`src/rtl/ecp_fifo_pkg.sv`:
```
package ecp_fifo_pkg;
  localparam int unsigned ECP_DATA_W = 8;

  typedef struct packed {
    logic                  tag;
    logic [ECP_DATA_W-1:0] data;
  } ecp_entry_t;

  localparam int unsigned ECP_ENTRY_W = $bits(ecp_entry_t);
endpackage

```
`src/rtl/ecp_fifo_ctrl.sv`:
```
module ecp_fifo_ctrl (
  input  logic       clk,
  input  logic       rst_n,
  input  logic       cfg_dir,
  input  logic [2:0] cfg_mode,
  input  logic       host_wr,
  input  logic       host_rd,
  input  logic       eng_in_valid,
  input  logic       eng_out_ready,
  input  logic       full,
  input  logic       empty,
  output logic       flush,
  output logic       active,
  output logic       eng_in_ready,
  output logic       eng_out_valid,
  output logic       push,
  output logic       push_sel_host,
  output logic       pop,
  output logic       host_pop
);
  logic       dir_q;
  logic [2:0] mode_q;
  logic       eng_pop;
  logic       fifo_mode;

  always_ff @(posedge clk) begin
    if (!rst_n) begin
      dir_q  <= 1'b0;
      mode_q <= 3'b000;
    end else begin
      dir_q  <= cfg_dir;
      mode_q <= cfg_mode;
    end
  end

  // Software-driven modes (000, 001) do not use the store.
  assign fifo_mode = (cfg_mode[2:1] != 2'b00);
  assign flush     = (cfg_dir != dir_q) || (cfg_mode != mode_q);
  assign active    = fifo_mode && !flush;

  assign eng_in_ready  = active && !cfg_dir && !full;
  assign eng_out_valid = active &&  cfg_dir && !empty;
  assign eng_pop       = eng_out_valid && eng_out_ready;
  assign host_pop      = active && host_rd && !empty && !eng_pop;
  assign pop           = eng_pop || host_pop;

  assign push_sel_host = cfg_dir;
  assign push          = cfg_dir ? (active && host_wr && !full)
                                 : (eng_in_valid && eng_in_ready);
endmodule

```
`src/rtl/ecp_fifo_store.sv`:
```
module ecp_fifo_store
  import ecp_fifo_pkg::*;
#(
  parameter int unsigned DEPTH = 16,
  localparam int unsigned PTR_W = (DEPTH > 1) ? $clog2(DEPTH) : 1,
  localparam int unsigned CNT_W = $clog2(DEPTH + 1)
) (
  input  logic             clk,
  input  logic             rst_n,
  input  logic             flush,
  input  logic             push,
  input  ecp_entry_t       wentry,
  input  logic             pop,
  output ecp_entry_t       head,
  output logic [CNT_W-1:0] level
);
  localparam logic [PTR_W-1:0] LAST = PTR_W'(DEPTH - 1);

  ecp_entry_t       mem [DEPTH];
  logic [PTR_W-1:0] wr_ptr;
  logic [PTR_W-1:0] rd_ptr;

  function automatic logic [PTR_W-1:0] step(input logic [PTR_W-1:0] p);
    return (p == LAST) ? '0 : p + PTR_W'(1);
  endfunction

  always_ff @(posedge clk) begin
    if (!rst_n || flush) begin
      for (int i = 0; i < int'(DEPTH); i++) mem[i] <= '0;
    end else if (push) begin
      mem[wr_ptr] <= wentry;
    end
  end

  always_ff @(posedge clk) begin
    if (!rst_n || flush) begin
      wr_ptr <= '0;
      rd_ptr <= '0;
      level  <= '0;
    end else begin
      if (push) wr_ptr <= step(wr_ptr);
      if (pop)  rd_ptr <= step(rd_ptr);
      case ({push, pop})
        2'b10:   level <= level + CNT_W'(1);
        2'b01:   level <= level - CNT_W'(1);
        default: level <= level;
      endcase
    end
  end

  assign head = mem[rd_ptr];
endmodule

```
`src/rtl/ecp_fifo_level.sv`:
```
module ecp_fifo_level #(
  parameter int unsigned DEPTH = 16,
  localparam int unsigned CNT_W = $clog2(DEPTH + 1)
) (
  input  logic [CNT_W-1:0] level,
  input  logic [CNT_W-1:0] thresh,
  input  logic             dir,
  input  logic             active,
  output logic             full,
  output logic             empty,
  output logic             service
);
  assign full  = (level == CNT_W'(DEPTH));
  assign empty = (level == '0);

  always_comb begin
    if (!active)  service = 1'b0;
    else if (dir) service = (level <= thresh);
    else          service = (level >= thresh);
  end
endmodule

```
`src/rtl/ecp_tag_fifo.sv`:
```
module ecp_tag_fifo
  import ecp_fifo_pkg::*;
#(
  parameter int unsigned DEPTH = 16,
  localparam int unsigned CNT_W = $clog2(DEPTH + 1),
  localparam int unsigned DW    = ECP_DATA_W
) (
  input  logic             clk,
  input  logic             rst_n,
  input  logic             cfg_dir,
  input  logic [2:0]       cfg_mode,
  input  logic [CNT_W-1:0] cfg_thresh,
  input  logic             host_wr,
  input  logic [DW-1:0]    host_wdata,
  input  logic             host_wtag,
  input  logic             host_rd,
  output logic [DW-1:0]    host_rdata,
  output logic             host_rtag,
  input  logic             eng_in_valid,
  input  logic [DW-1:0]    eng_in_data,
  input  logic             eng_in_tag,
  output logic             eng_in_ready,
  output logic             eng_out_valid,
  output logic [DW-1:0]    eng_out_data,
  output logic             eng_out_tag,
  input  logic             eng_out_ready,
  output logic             full,
  output logic             empty,
  output logic             service,
  output logic [CNT_W-1:0] level
);
  logic       flush, active, push, push_sel_host, pop, host_pop;
  ecp_entry_t wentry, head;

  ecp_fifo_ctrl u_ctrl (
    .clk           (clk),
    .rst_n         (rst_n),
    .cfg_dir       (cfg_dir),
    .cfg_mode      (cfg_mode),
    .host_wr       (host_wr),
    .host_rd       (host_rd),
    .eng_in_valid  (eng_in_valid),
    .eng_out_ready (eng_out_ready),
    .full          (full),
    .empty         (empty),
    .flush         (flush),
    .active        (active),
    .eng_in_ready  (eng_in_ready),
    .eng_out_valid (eng_out_valid),
    .push          (push),
    .push_sel_host (push_sel_host),
    .pop           (pop),
    .host_pop      (host_pop)
  );

  assign wentry = push_sel_host ? ecp_entry_t'{tag: host_wtag,  data: host_wdata}
                                : ecp_entry_t'{tag: eng_in_tag, data: eng_in_data};

  ecp_fifo_store #(.DEPTH(DEPTH)) u_store (
    .clk    (clk),
    .rst_n  (rst_n),
    .flush  (flush),
    .push   (push),
    .wentry (wentry),
    .pop    (pop),
    .head   (head),
    .level  (level)
  );

  ecp_fifo_level #(.DEPTH(DEPTH)) u_level (
    .level   (level),
    .thresh  (cfg_thresh),
    .dir     (cfg_dir),
    .active  (active),
    .full    (full),
    .empty   (empty),
    .service (service)
  );

  // Host read result: byte and tag captured from the same head entry.
  always_ff @(posedge clk) begin
    if (!rst_n) begin
      host_rdata <= '0;
      host_rtag  <= 1'b0;
    end else if (host_pop) begin
      host_rdata <= head.data;
      host_rtag  <= head.tag;
    end
  end

  assign eng_out_data = head.data;
  assign eng_out_tag  = head.tag;
endmodule

```
`config.mk`:
```
export PLATFORM = sky130hd
export DESIGN_NAME = ecp_tag_fifo
export DESIGN_NICKNAME = d
export VERILOG_FILES = /design/src/rtl/ecp_fifo_pkg.sv /design/src/rtl/ecp_fifo_ctrl.sv /design/src/rtl/ecp_fifo_store.sv /design/src/rtl/ecp_fifo_level.sv /design/src/rtl/ecp_tag_fifo.sv
export SDC_FILE = /design/constraint.sdc
export NUM_CORES = 1
export LEC_CHECK = 0
export ABC_AREA = 0
export BUFFER_PORTS_ARGS = -buffer_cell sky130_fd_sc_hd__buf_2
export CAP_MARGIN = 20
export CORE_ASPECT_RATIO = 0.8
export CORE_MARGIN = 3
export CORE_UTILIZATION = 45
export CTS_BUF_LIST = sky130_fd_sc_hd__clkbuf_16
export DETAILED_ROUTE_END_ITERATION = 10
export SYNTH_ARGS = -nofsm -noshare
export SYNTH_HDL_FRONTEND = slang
export SYNTH_SLANG_ARGS = --single-unit
export TNS_END_PERCENT = 1
```
`constraint.sdc`:
```
create_clock -name clk -period 4.9 [get_ports clk]
set_input_delay 0.245 -clock clk [delete_from_list [all_inputs] [get_ports clk]]
set_output_delay 0.245 -clock clk [all_outputs]
set_load 0.02 [all_outputs]
```
# Word-level counts from Yosys, hierarchy flattened
# Memory sizes are Yosys's and may differ from the RTL's. A register that Yosys moved wholly into a read port is not among the register bits.
# Index checks and enable logic that the tools add are counted.
# totals
ff_bits,26
ramBits,144
inputBits,33
output_inout_bits,28
wordCells,63
mem_count,1
# op_classes
add_sub_neg,4
n_lt_le_gt_ge,2
eq_ne,7
n_mux,17
reduce_logical,25
# mem_list
name,depth,word_bits,rd,rd_clocked_by_memory_dff,write_ports,line_no,text
u_store.mem,16,9,1,1,16,ecp_fifo_store.sv:19,ecp_entry_t mem [DEPTH];
# ops
op,count
$mux W4,5
$mux W9,2
$logic_and A1 B1 Y1,12
$pmux W5 S2,1
$mux W1,9
$reduce_or A9 Y1,1
$add A4 B1 Y4 const B,2
$eq A4 B4 Y1 const B,2
$logic_not A1 Y1,6
$add A5 B1 Y5 const B,1
$eq A5 B5 Y1 const B,1
$ge A5 B5 Y1,1
$le A5 B5 Y1,1
$logic_not A5 Y1,1
$sub A5 B1 Y5 const B,1
$reduce_bool A2 Y1,2
$logic_or A1 B1 Y1,3
$ne A3 B3 Y1,1
$eq A2 B1 Y1 const B,1
$eq A2 B2 Y1 const B,1
$ne A1 B1 Y1,1

# Depth between registers and ports, before layout
# Gate-level depths: netlist (run 1).
# logic_depth
depth_word,13
mapped_depth,14
mapped_depth_nobuf,12

# Cells and area by module
# Synthesis (run 1) repeated with hierarchy kept, for this count alone.
# unflattened
hier_cells,604
hier_area_um2,8485.6
# modules_own_cells
module,n_inst,cells_per_inst,area_each_um2
ecp_fifo_store,1,516,7532.2
ecp_tag_fifo,1,38,484.2
ecp_fifo_ctrl,1,28,302.8
ecp_fifo_level,1,22,166.4

# Worst setup path after synthesis (run 1)
# No wires, ideal clock.
# synth_timing
path_type,reg-to-reg
from,reg u_store.level[0]
to,reg u_store.level[4]
setup_time_ns,0.071
t_arrival_ns,3.044
setup_slack_ns,1.786
stages_incl_launch_ff,14
path_cell_list,dfxtp_1 > or4_4 > o211ai_2 > nor3_2 > buf_6 > inv_4 > ha_1 > inv_1 > fa_1 > nor2b_1 > o21ai_0 > and3_1 > or4_1 > a21oi_1
# synth_via
elab_chain_cells,9
word_cells_on_any_way,20
classes_between,add/sub (2); eq/ne (3); mux (2); reduce/logical (13)
# synth_lines
element,line_no,text
from (decl),ecp_fifo_store.sv:15,output logic [CNT_W-1:0] level
from (signal assigned),ecp_fifo_store.sv:44,2'b10: level <= level + CNT_W'(1);
from (signal assigned),ecp_fifo_store.sv:45,2'b01: level <= level - CNT_W'(1);
from (signal assigned),ecp_fifo_store.sv:46,default: level <= level;
$logic_not A5 Y1,ecp_fifo_level.sv:14,assign empty = (level == '0);
$logic_not A1 Y1,"ecp_fifo_ctrl.sv:42, ecp_fifo_ctrl.sv:44",
$logic_and A1 B1 Y1,ecp_fifo_ctrl.sv:42,assign eng_out_valid = active && cfg_dir && !empty;
$logic_and A1 B1 Y1,ecp_fifo_ctrl.sv:43,assign eng_pop = eng_out_valid && eng_out_ready;
$logic_not A1 Y1,ecp_fifo_ctrl.sv:44,assign host_pop = active && host_rd && !empty && !eng_pop;
$logic_and A1 B1 Y1,ecp_fifo_ctrl.sv:44,
$logic_or A1 B1 Y1,ecp_fifo_ctrl.sv:45,assign pop = eng_pop || host_pop;
$eq A2 B1 Y1 / $eq A2 B2 Y1 (equally long branches),ecp_fifo_store.sv:43,"case ({push, pop})"
$pmux W5 S2 / $reduce_bool A2 Y1 (equally long branches),n/a,
# Parallel ways exist; a longest one is shown, timed or not.
# A chain may end at the register's enable or synchronous reset.

# Worst setup path in the final report (run 1)
# Ends and elaborated chain as after synthesis.

==> flow_summary_export.csv, run 1 <==
group,metric,value,unit
floorplanning,coreArea,0.01743,mm²
critical_path,crit_end,"u_store.level[4]",
logic_synthesis,synth_ff_type,"edfxtp_1",
route,vias,5116,
cells_and_area,layout.nets,715,
clock_tree,cts_max_level,4,
sta,tns,0,ns
cells_and_area,antenna_cells,0,
logic_synthesis,syn_area,0.008021,mm²
critical_path,cp.arrival,3.70,ns
sta,fin_crit,3.338,ns
cells_and_area,syn_to_final_growth,13.40,%
logic_synthesis,ys_seq_area_share,61.39,%
sta,hold_viol,0,
critical_path,critPathTopFamily,"simple AND/OR/NAND/NOR gates",
logic_synthesis,synth_edf_count,144,
critical_path,cpPeakStageDelay,0.57,ns
clock_tree,cts.sinks,174,
clock_tree,clockBufferDepth,2,
clock_tree,holdBufCountCts,0,
logic_synthesis,synth-seq-cells,174,
place,post-dp-hpwl,13.11,mm
sta,rsz0062_at_grt,"false",
place,port_buffers,60,
global_routing,grt_pass1_vias,5120,
critical_path,crit_type,"flip-flop to flip-flop",
route,postRouteAntennaNets,0,
power,p_leak,3.402,nW
route,dr.pass1.iters,7,
logic_synthesis,synthArstFlopShare,0,%
logic_synthesis,ys_types,53,
status,status,"finished clean",
logic_synthesis,syn_inst,604,
global_routing,grt_usage,20.49,%
route,routedWlPerCell,21.25,µm
critical_path,endpoint_kind,"flip-flop",
logic_synthesis,yosysWarnings,0,
clock_tree,cts_root_buffer,"clkbuf_16",
global_routing,grt_pass1_wl,29.75,mm
clock_tree,cts_resized,0,
clock_tree,cts_inserted_buffers,17,
route,via_per_inst,5.653,
cells_and_area,final_cell_mix,"nor2_1 (158), edfxtp_1 (144), buf_2 (60)",
place,dp_slack,1.591,ns
sta,fin_crit_sh,68.12,%
global_routing,antenna_found_initial,0,
sta,clock_skew,0.007745,ns
cells_and_area,drive_above_1_share,25.88,%
route,drc,0,
global_routing,grt_start_max_net_pins,37,
critical_path,setup.worst_path.start,"u_store.level[0]",
clock_tree,post_cts_buffers,0,
floorplanning,die_area,0.01947,mm²
clock_tree,cts_tree,"built",
worst_hold_path,hold_path.class,"primary input to flip-flop",
logic_synthesis,synthesis.nets,652,
flow_run,maxCapViolCount,0,
floorplanning,die_h,125.4,µm
sta,worst_slew_pin_slew,0.9630,ns
critical_path,path_max_fanout,14,
global_routing,globalRouteOverflowTotal,0,
sta,setup_viol,0,
critical_path,cp.buffers_inverters,3,
critical_path,timing.rr.start,"u_store.level[0]",
critical_path,r2r_setup_slack,1.56,ns
place,gp_congestion,0.8328,
sta,clock.fmax,299.6,MHz
floorplanning,rows,43,
sta,setup_ws,1.562,ns
critical_path,path_cells,"or4_4 > o211ai_2 > nor3_2 > buf_4 > inv_4 > ha_1 > inv_1 > fa_1 > nor2b_1 > o21ai_0 > and3_1 > or4_1 > a21oi_1",
clock_tree,insertion_delay,0.43,ns
critical_path,required,5.27,ns
power,ir_worst_vdd,0.1968,mV
route,drt_iter0_markers,570,
floorplanning,die_w,155.3,µm
route,wl,19.23,mm
sta,finalMaxSlewViolations,0,
logic_synthesis,syn_area_per_cell,13.28,µm²
critical_path,regToRegEndpoint,"u_store.level[4]",
cells_and_area,final_common_cell,"nor2_1",
clock_tree,clk_pin_slew_worst_paths,0.07,ns
power,power.density,333.2,mW/mm²
critical_path,crit_cells,13,
critical_path,crit_slowest_cell,"or4_4",
floorplanning,pin_count,61,
critical_path,reg2reg_depth,13,
critical_path,critPathLaunchType,"flip-flop",
floorplanning,start_util,46.02,%
sta,slew_headroom,35.80,%
## how the worst min path moves through the flow
stage                     depth (start not counted)               end  slack, ns     startpoint
after floorplan                                   1  u_ctrl.mode_q[0]       0.37    cfg_mode[0]
after global placement                            1     host_rdata[5]       0.46  host_rdata[5]
after detailed placement                          1         host_rtag       0.46      host_rtag
after CTS                                         2  u_ctrl.mode_q[0]       0.04    cfg_mode[0]
after global routing                              2  u_ctrl.mode_q[0]       0.05    cfg_mode[0]
final                                             2  u_ctrl.mode_q[0]       0.06    cfg_mode[0]
## state kept, by name, summed over array words and instances, names as in the netlist, named ones only
name / cells
u_store.level: 5
u_store.mem: 144
host_rdata: 8
u_store.wr_ptr: 4
u_store.rd_ptr: 4
u_ctrl.mode_q: 3
host_rtag: 1
u_ctrl.dir_q: 1
## cell usage after synthesis (2+ instances only)
| cell type | count | area (µm²) |
|---|---|---|
| xnor2_2 | 2 | 32.53 |
| buf_4 | 6 | 45.04 |
| nor2_1 | 158 | 593.1 |
| clkbuf_1 | 13 | 48.80 |
| a31oi_2 | 2 | 25.02 |
| and4_1 | 2 | 17.52 |
| nand3_1 | 12 | 60.06 |
| nand3_4 | 6 | 105.1 |
| nand2_1 | 35 | 131.4 |
| buf_1 | 5 | 18.77 |
| xnor2_1 | 3 | 26.28 |
| mux2_2 | 9 | 101.4 |
| dfxtp_1 | 30 | 600.6 |
| and2_1 | 5 | 31.28 |
| buf_2 | 2 | 10.01 |
| a21oi_1 | 10 | 50.05 |
| ha_1 | 14 | 175.2 |
| clkbuf_2 | 2 | 10.01 |
| mux2i_1 | 6 | 60.06 |
| a22oi_1 | 18 | 135.1 |
| edfxtp_1 | 144 | 4324 |
| o21ai_0 | 17 | 85.08 |
| mux4_2 | 36 | 810.8 |
| nor2b_1 | 6 | 37.54 |
| and3_1 | 3 | 18.77 |
| inv_1 | 14 | 52.55 |
| buf_6 | 8 | 90.09 |
| nor3_1 | 3 | 15.01 |
| a22o_1 | 9 | 78.83 |
## layer usage
metal,track usage [%],part of all wire [%]
met3,4.083,6.4
met2,31.10,47
met4,6.125,1.9
met1,30.17,45
met5,0,0
## final cells by class
cell class	instances	area, µm²
tap	225	281.5
clock inverter	15	138.9
timing repair buffer	80	450.4
sequential	174	4926
inverter	15	58.81
multi-input combinational	379	2815
clock buffer	17	425.4
fill	1475	8335
## cell families (layout without fill, tap and decap cells)
family / count (synthesis) / after routing / synth area share, %
xor gates and xnor gates: 6 / 6 / 0.8424
adders and majority gates: 15 / 15 / 2.433
DFF: 174 / 174 / 61.39
AOI/OAI and AO/OA: 67 / 67 / 5.850
and+or+nand+nor: 240 / 240 / 13.85
muxes: 51 / 51 / 12.12
buffers and inverters: 51 / 127 / 3.510
## per-stage QoR
step	area (µm²)	power [mW]	utilization (%)	std cells	hold WS [ns]
2_1_floorplan	8021	1.728	-	604	0.3667
3_3_place_gp	8532	1.770	48.94	873	0.4556
3_5_place_dp	8532	1.774	48.94	873	0.4643
4_1_cts	9096	3.051	52.18	905	0.04417
5_1_grt	9096	3.124	52.18	905	0.05079
6_report	9096	3.031	52.18	905	0.05572
## report_power, final
group / leakage [nW] / switching (mW) / internal (mW)
Sequential: 1.99 / 0.0107 / 1.62
Combinational: 1.16 / 0.0639 / 0.0452
Clock: 0.253 / 0.585 / 0.704
Total: 3.40 / 0.660 / 2.37
## worst reg2reg max path: stages, from the launching register on
cell	delay, ns
dfxtp_1	0.35
or4_4	0.57
o211ai_2	0.21
nor3_2	0.06
buf_4	0.23
inv_4	0.11
ha_1	0.23
inv_1	0.10
fa_1	0.39
nor2b_1	0.16
o21ai_0	0.12
and3_1	0.20
or4_1	0.39
a21oi_1	0.14
Power figures use the tool's default switching activity.
==> run 2: changes to the inputs <==
clock period = 2.7 ns   (was 4.9 ns; I/O delays follow)
==> run 2 against run 1 <==
The flow now finishes with violations (negative setup slack). Global-route usage up 0.74 points. Via count up 4.1%. Non-clock buffer count up 41. Cell area up 4.7%. Die area unchanged. Sequential power up 82%. Count of clock-buffer cells in the layout unchanged. Clock skew up 0.0031 ns. Clock power up 88%. Sequential share of layout area down 2.3 points. Setup slack worse by 1.6 ns. Wire length up 2.7%. Largest cell class unchanged.
==> flow_summary_export.csv, run 2 (synthesis results as in run 1) <==
group,metric,value,unit
critical_path,path_max_fanout,3,
cells_and_area,antenna_cells,0,
sta,slew_headroom,51.05,%
critical_path,endpoint_kind,"flip-flop",
critical_path,cp.arrival,3.15,ns
clock_tree,cts.sinks,174,
place,post_dp_cell_area,0.008880,mm²
cells_and_area,final_common_cell,"nor2_1",
sta,clock.fmax,359.9,MHz
global_routing,globalRouteOverflowTotal,0,
sta,tns,-0.07857,ns
floorplanning,die_area,0.01947,mm²
power,ir_worst_vdd,0.3535,mV
sta,rsz0062_at_grt,"true",
floorplanning,die_h,125.4,µm
route,postRouteAntennaNets,0,
route,routedWlPerCell,20.88,µm
route,dr.pass1.iters,5,
cells_and_area,layout.nets,756,
route,wl,19.75,mm
route,via_per_inst,5.630,
floorplanning,pin_count,61,
sta,fin_crit_sh,102.9,%
cells_and_area,drive_above_1_share,30.24,%
cells_and_area,top_regs,"u_store.mem x144, host_rdata x8, u_store.level x5",
power,power.density,588.8,mW/mm²
route,vias,5326,
floorplanning,die_w,155.3,µm
sta,worst_slew_pin_slew,0.7328,ns
sta,setup_ws,-0.07857,ns
status,violations,"negative setup slack",
floorplanning,rows,43,
worst_hold_path,hold_path.class,"primary input to flip-flop",
cells_and_area,syn_to_final_growth,18.70,%
global_routing,grt_usage,21.23,%
clock_tree,clockBufferDepth,2,
clock_tree,cts_root_buffer,"clkbuf_16",
global_routing,grt_pass1_wl,31.02,mm
place,post-dp-hpwl,13.58,mm
clock_tree,clk_pin_slew_worst_paths,0.07,ns
clock_tree,cts_inserted_buffers,17,
route,drt_iter0_markers,533,
critical_path,crit_type,"flip-flop to flip-flop",
floorplanning,coreArea,0.01743,mm²
global_routing,antenna_found_initial,0,
sta,hold_viol,0,
clock_tree,insertion_delay,0.44,ns
critical_path,required,3.07,ns
clock_tree,cts_tree,"built",
cells_and_area,top_register,"u_store.mem",
cells_and_area,design_area,0.009522,mm²
sta,setup_viol,1,
global_routing,grt_start_max_net_pins,37,
status,status,"finished, violations left",
cells_and_area,final_cell_mix,"nor2_1 (158), edfxtp_1 (144), buf_2 (60)",
power,p_leak,3.647,nW
floorplanning,start_util,46.02,%
global_routing,grt_pass1_vias,5486,
sta,fin_crit,2.779,ns
place,gp_congestion,0.7879,
cells_and_area,largest_reg_flops,144,
sta,clock_skew,0.01083,ns
critical_path,critPathLaunchType,"flip-flop",
sta,finalMaxSlewViolations,0,
place,port_buffers,60,
flow_run,maxCapViolCount,0,
route,drc,0,
power,power,5.606,mW
clock_tree,cts_max_level,4,
run 2: cell count changes in the layout (fill, tap and decap cells not counted), sizes merged:
cell         delta
buf            +38
clkinv          +6
clkinvlp        -5
dlygate4sd3     +3
inv             -3
bufinv          +2
run 2: final timing paths:
| kind | startpoint | to | slack [ns] | cells after the start |
|---|---|---|---|---|
| worst max-delay path | u_store.level[0] | u_store.level[4] | -0.08 | 12 |
| worst min-delay path | cfg_dir | u_ctrl.dir_q | 0.23 | 3 |
| worst max register to register | u_store.level[0] | u_store.level[4] | -0.08 | 12 |
| worst min register to register | host_rtag | host_rtag | 0.48 | 1 |
run 2: through the flow:
step / setup slack [ns] / utilization [%] / std cells / hold slack, ns
floorplan: -0.2274 / - / 604 / 0.2567
global placement: -0.06720 / 50.94 / 909 / 0.3836
detailed placement: -0.1258 / 50.94 / 909 / 0.3862
CTS: -0.09026 / 54.54 / 946 / 0.2147
global route: -0.1460 / 54.62 / 946 / 0.2390
finish: -0.07857 / 54.62 / 946 / 0.2339
run 2: layout make-up:
| type | instances | area (µm²) |
|---|---|---|
| fill | 1445 | 7910 |
| timing repair buffer | 121 | 803.3 |
| clock inverter | 15 | 155.1 |
| multi-input combinational | 379 | 2861 |
| tap | 225 | 281.5 |
| inverter | 15 | 61.31 |
| sequential | 174 | 4933 |
| clock buffer | 17 | 425.4 |
run 2: routing by layer:
metal	share of wire, %	up-vias	track usage, %
met1	43	2691	28.84
li1	-	2431	-
met2	49	180	34.93
met5	0	-	0
met4	1.4	0	6.227
met3	6.2	24	4.291
run 2: repair_timing:
item                                   CTS  global route
setup endpoints to repair                1             2
buffers inserted                         2             0
endpoints found under the hold margin    3             0
hold buffers                             3             0
pin swaps                                2             0
gates resized for setup                  1             5
run 2: power breakdown:
group	total, mW	internal (mW)	leakage (nW)	switching (mW)
sequential	2.96	2.94	2.00	0.0187
combinational	0.216	0.0958	1.37	0.120
clock	2.43	1.43	0.285	0.997
total	5.61	4.47	3.65	1.14
run 2: critical path, stage by stage (launching register included):
cell      delay (ns)
dfxtp_4         0.34
or4_4           0.56
o211ai_4        0.21
nor3_4          0.08
clkinv_4        0.07
ha_4            0.15
inv_2           0.05
fa_2            0.36
nor2b_4         0.13
o21ai_2         0.07
and3_4          0.15
or4_1           0.41
a21oi_1         0.13
==> run 3: changes to the inputs <==
SETUP_SLACK_MARGIN = 0.2   (was not set)
==> run 3 against run 2 <==
The run still ends with negative setup slack left. Core utilization is 0.11 points higher. Sequential cell count is the same. Total power is essentially flat. Wire length up 0.28%. Critical path depth stayed put. Fmax rose by 0.88%. Combinational power hardly changed. Register-to-register slack better by 0.02 ns. Clock power is essentially flat. Global-route usage about the same. Largest power group unchanged.
==> flow_summary_export.csv, run 3 (synthesis results as in run 1) <==
group,metric,value,unit
cells_and_area,syn_to_final_growth,18.95,%
critical_path,crit_type,"flip-flop to flip-flop",
sta,fin_crit_sh,102.0,%
cells_and_area,antenna_cells,0,
sta,fin_crit,2.754,ns
floorplanning,die_h,125.4,µm
sta,slew_headroom,50.31,%
cells_and_area,top_register,"u_store.mem",
sta,setup_ws,-0.05426,ns
place,port_buffers,60,
global_routing,grt_usage,21.27,%
flow_run,maxCapViolCount,0,
sta,clock.fmax,363.1,MHz
route,drt_iter0_markers,533,
route,drc,0,
power,ir_worst_vdd,0.3522,mV
route,dr.pass1.iters,5,
floorplanning,die_w,155.3,µm
global_routing,globalRouteOverflowTotal,0,
clock_tree,cts_root_buffer,"clkbuf_16",
cells_and_area,layout.nets,756,
global_routing,grt_pass1_vias,5498,
global_routing,grt_pass1_wl,31.08,mm
floorplanning,rows,43,
floorplanning,coreArea,0.01743,mm²
floorplanning,start_util,46.02,%
cells_and_area,largest_reg_flops,144,
route,routedWlPerCell,20.94,µm
cells_and_area,fillCellCount,1442,
place,post-dp-hpwl,13.58,mm
route,drt-met1-wl,8.518,mm
sta,setup_viol,1,
cells_and_area,final_cell_mix,"nor2_1 (158), edfxtp_1 (144), buf_2 (60)",
route,vias,5315,
clock_tree,cts.sinks,174,
critical_path,path_cells,"or4_4 > o211ai_4 > nor3_4 > clkinv_4 > ha_4 > inv_2 > fa_2 > nor2b_4 > o21ai_2 > and3_4 > or4_1 > a21oi_1",
sta,clock_skew,0.01010,ns
clock_tree,cts_inserted_buffers,17,
sta,tns,-0.05426,ns
global_routing,grt_start_max_net_pins,37,
clock_tree,clockBufferDepth,2,
status,violations,"negative setup slack",
route,wl,19.81,mm
sta,finalMaxSlewViolations,0,
critical_path,cp.arrival,3.12,ns
route,met2WireLength,9.810,mm
clock_tree,clk_pin_slew_worst_paths,0.07,ns
clock_tree,cts_max_level,4,
route,via_per_inst,5.618,
route,highest_layer,"met4",
critical_path,critPathLaunchType,"flip-flop",
critical_path,endpoint_kind,"flip-flop",
power,p_leak,3.650,nW
place,gp_congestion,0.7879,
critical_path,required,3.07,ns
worst_hold_path,hold_path.class,"primary input to flip-flop",
critical_path,crit_slowest_cell,"or4_4",
cells_and_area,utilization,54.74,%
critical_path,path_max_fanout,3,
status,status,"finished, violations left",
cells_and_area,final_common_cell,"nor2_1",
cells_and_area,drive_above_1_share,30.65,%
route,postRouteAntennaNets,0,
sta,hold_viol,0,
power,power.density,587.9,mW/mm²
global_routing,antenna_found_initial,0,
sta,worst_slew_pin_slew,0.7425,ns
clock_tree,insertion_delay,0.43,ns
route,wl_met3,1.152,mm
sta,rsz0062_at_grt,"true",
cells_and_area,top_regs,"u_store.mem x144, host_rdata x8, u_store.level x5",
floorplanning,die_area,0.01947,mm²
sta,hold_ws,0.2319,ns
clock_tree,cts_tree,"built",
critical_path,cpPeakStageDelay,0.56,ns
floorplanning,pin_count,61,
==> run 3: cell counts in the layout (fill, tap and decap cells not counted) <==
Identical to the previous run, type by type.
==> run 3: report_power, final <==
| group | switching (mW) | internal, mW | total (mW) |
|---|---|---|---|
| Clock | 1.00 | 1.43 | 2.43 |
| Combinational | 0.120 | 0.0959 | 0.216 |
| Sequential | 0.0187 | 2.94 | 2.96 |
| Total | 1.14 | 4.47 | 5.61 |
==> run 3: stage by stage <==
stage | area (µm²) | power [mW] | setup slack, ns | cells
floorplan | 8061 | 3.138 | -0.2274 | 604
global placement | 8880 | 3.220 | -0.06720 | 909
detailed placement | 8880 | 3.229 | -0.1258 | 909
CTS | 9514 | 5.628 | -0.08068 | 946
global route | 9542 | 5.758 | -0.1396 | 946
finish | 9542 | 5.610 | -0.05426 | 946
==> run 3: metal layers <==
| metal | track usage [%] | vias up |
|---|---|---|
| met3 | 4.291 | 26 |
| met5 | 0 | - |
| met1 | 28.84 | 2693 |
| met2 | 35.09 | 173 |
| met4 | 6.227 | 0 |
| li1 | - | 2423 |
==> run 3: timing repair <==
item,CTS,global route
hold endpoints to repair,3,0
gates resized for setup,4,7
hold buffers,3,0
endpoints found under the setup margin,14,117
buffers inserted,2,0
pin swaps,5,1
==> run 3: final timing paths <==
| path | from | endpoint | slack [ns] | cells after the start |
|---|---|---|---|---|
| worst max-delay path | u_store.level[0] | u_store.level[4] | -0.05 | 12 |
| worst min-delay path | rst_n | u_ctrl.dir_q | 0.23 | 2 |
| worst max register to register | u_store.level[0] | u_store.level[4] | -0.05 | 12 |
| worst min register to register | host_rtag | host_rtag | 0.48 | 1 |
==> run 3: critical path: cells and delay by family, from the launching register on <==
kind	cells	cell delay, ns
buf+inv	2	0.12
flops	1	0.34
fa+ha+maj	2	0.50
simple gates	5	1.32
compound gates	3	0.41
==> run 3: area by class of cell <==
cell class                 instances  area [µm²]  share of cell area [%]
sequential                       174        4936                   51.73
inverter                          15       61.31                  0.6425
multi-input combinational        379        2875                   30.13
timing repair buffer             121       807.0                   8.458
clock buffer                      17       425.4                   4.458
tap                              225       281.5                   2.950
clock inverter                    15       155.1                   1.626
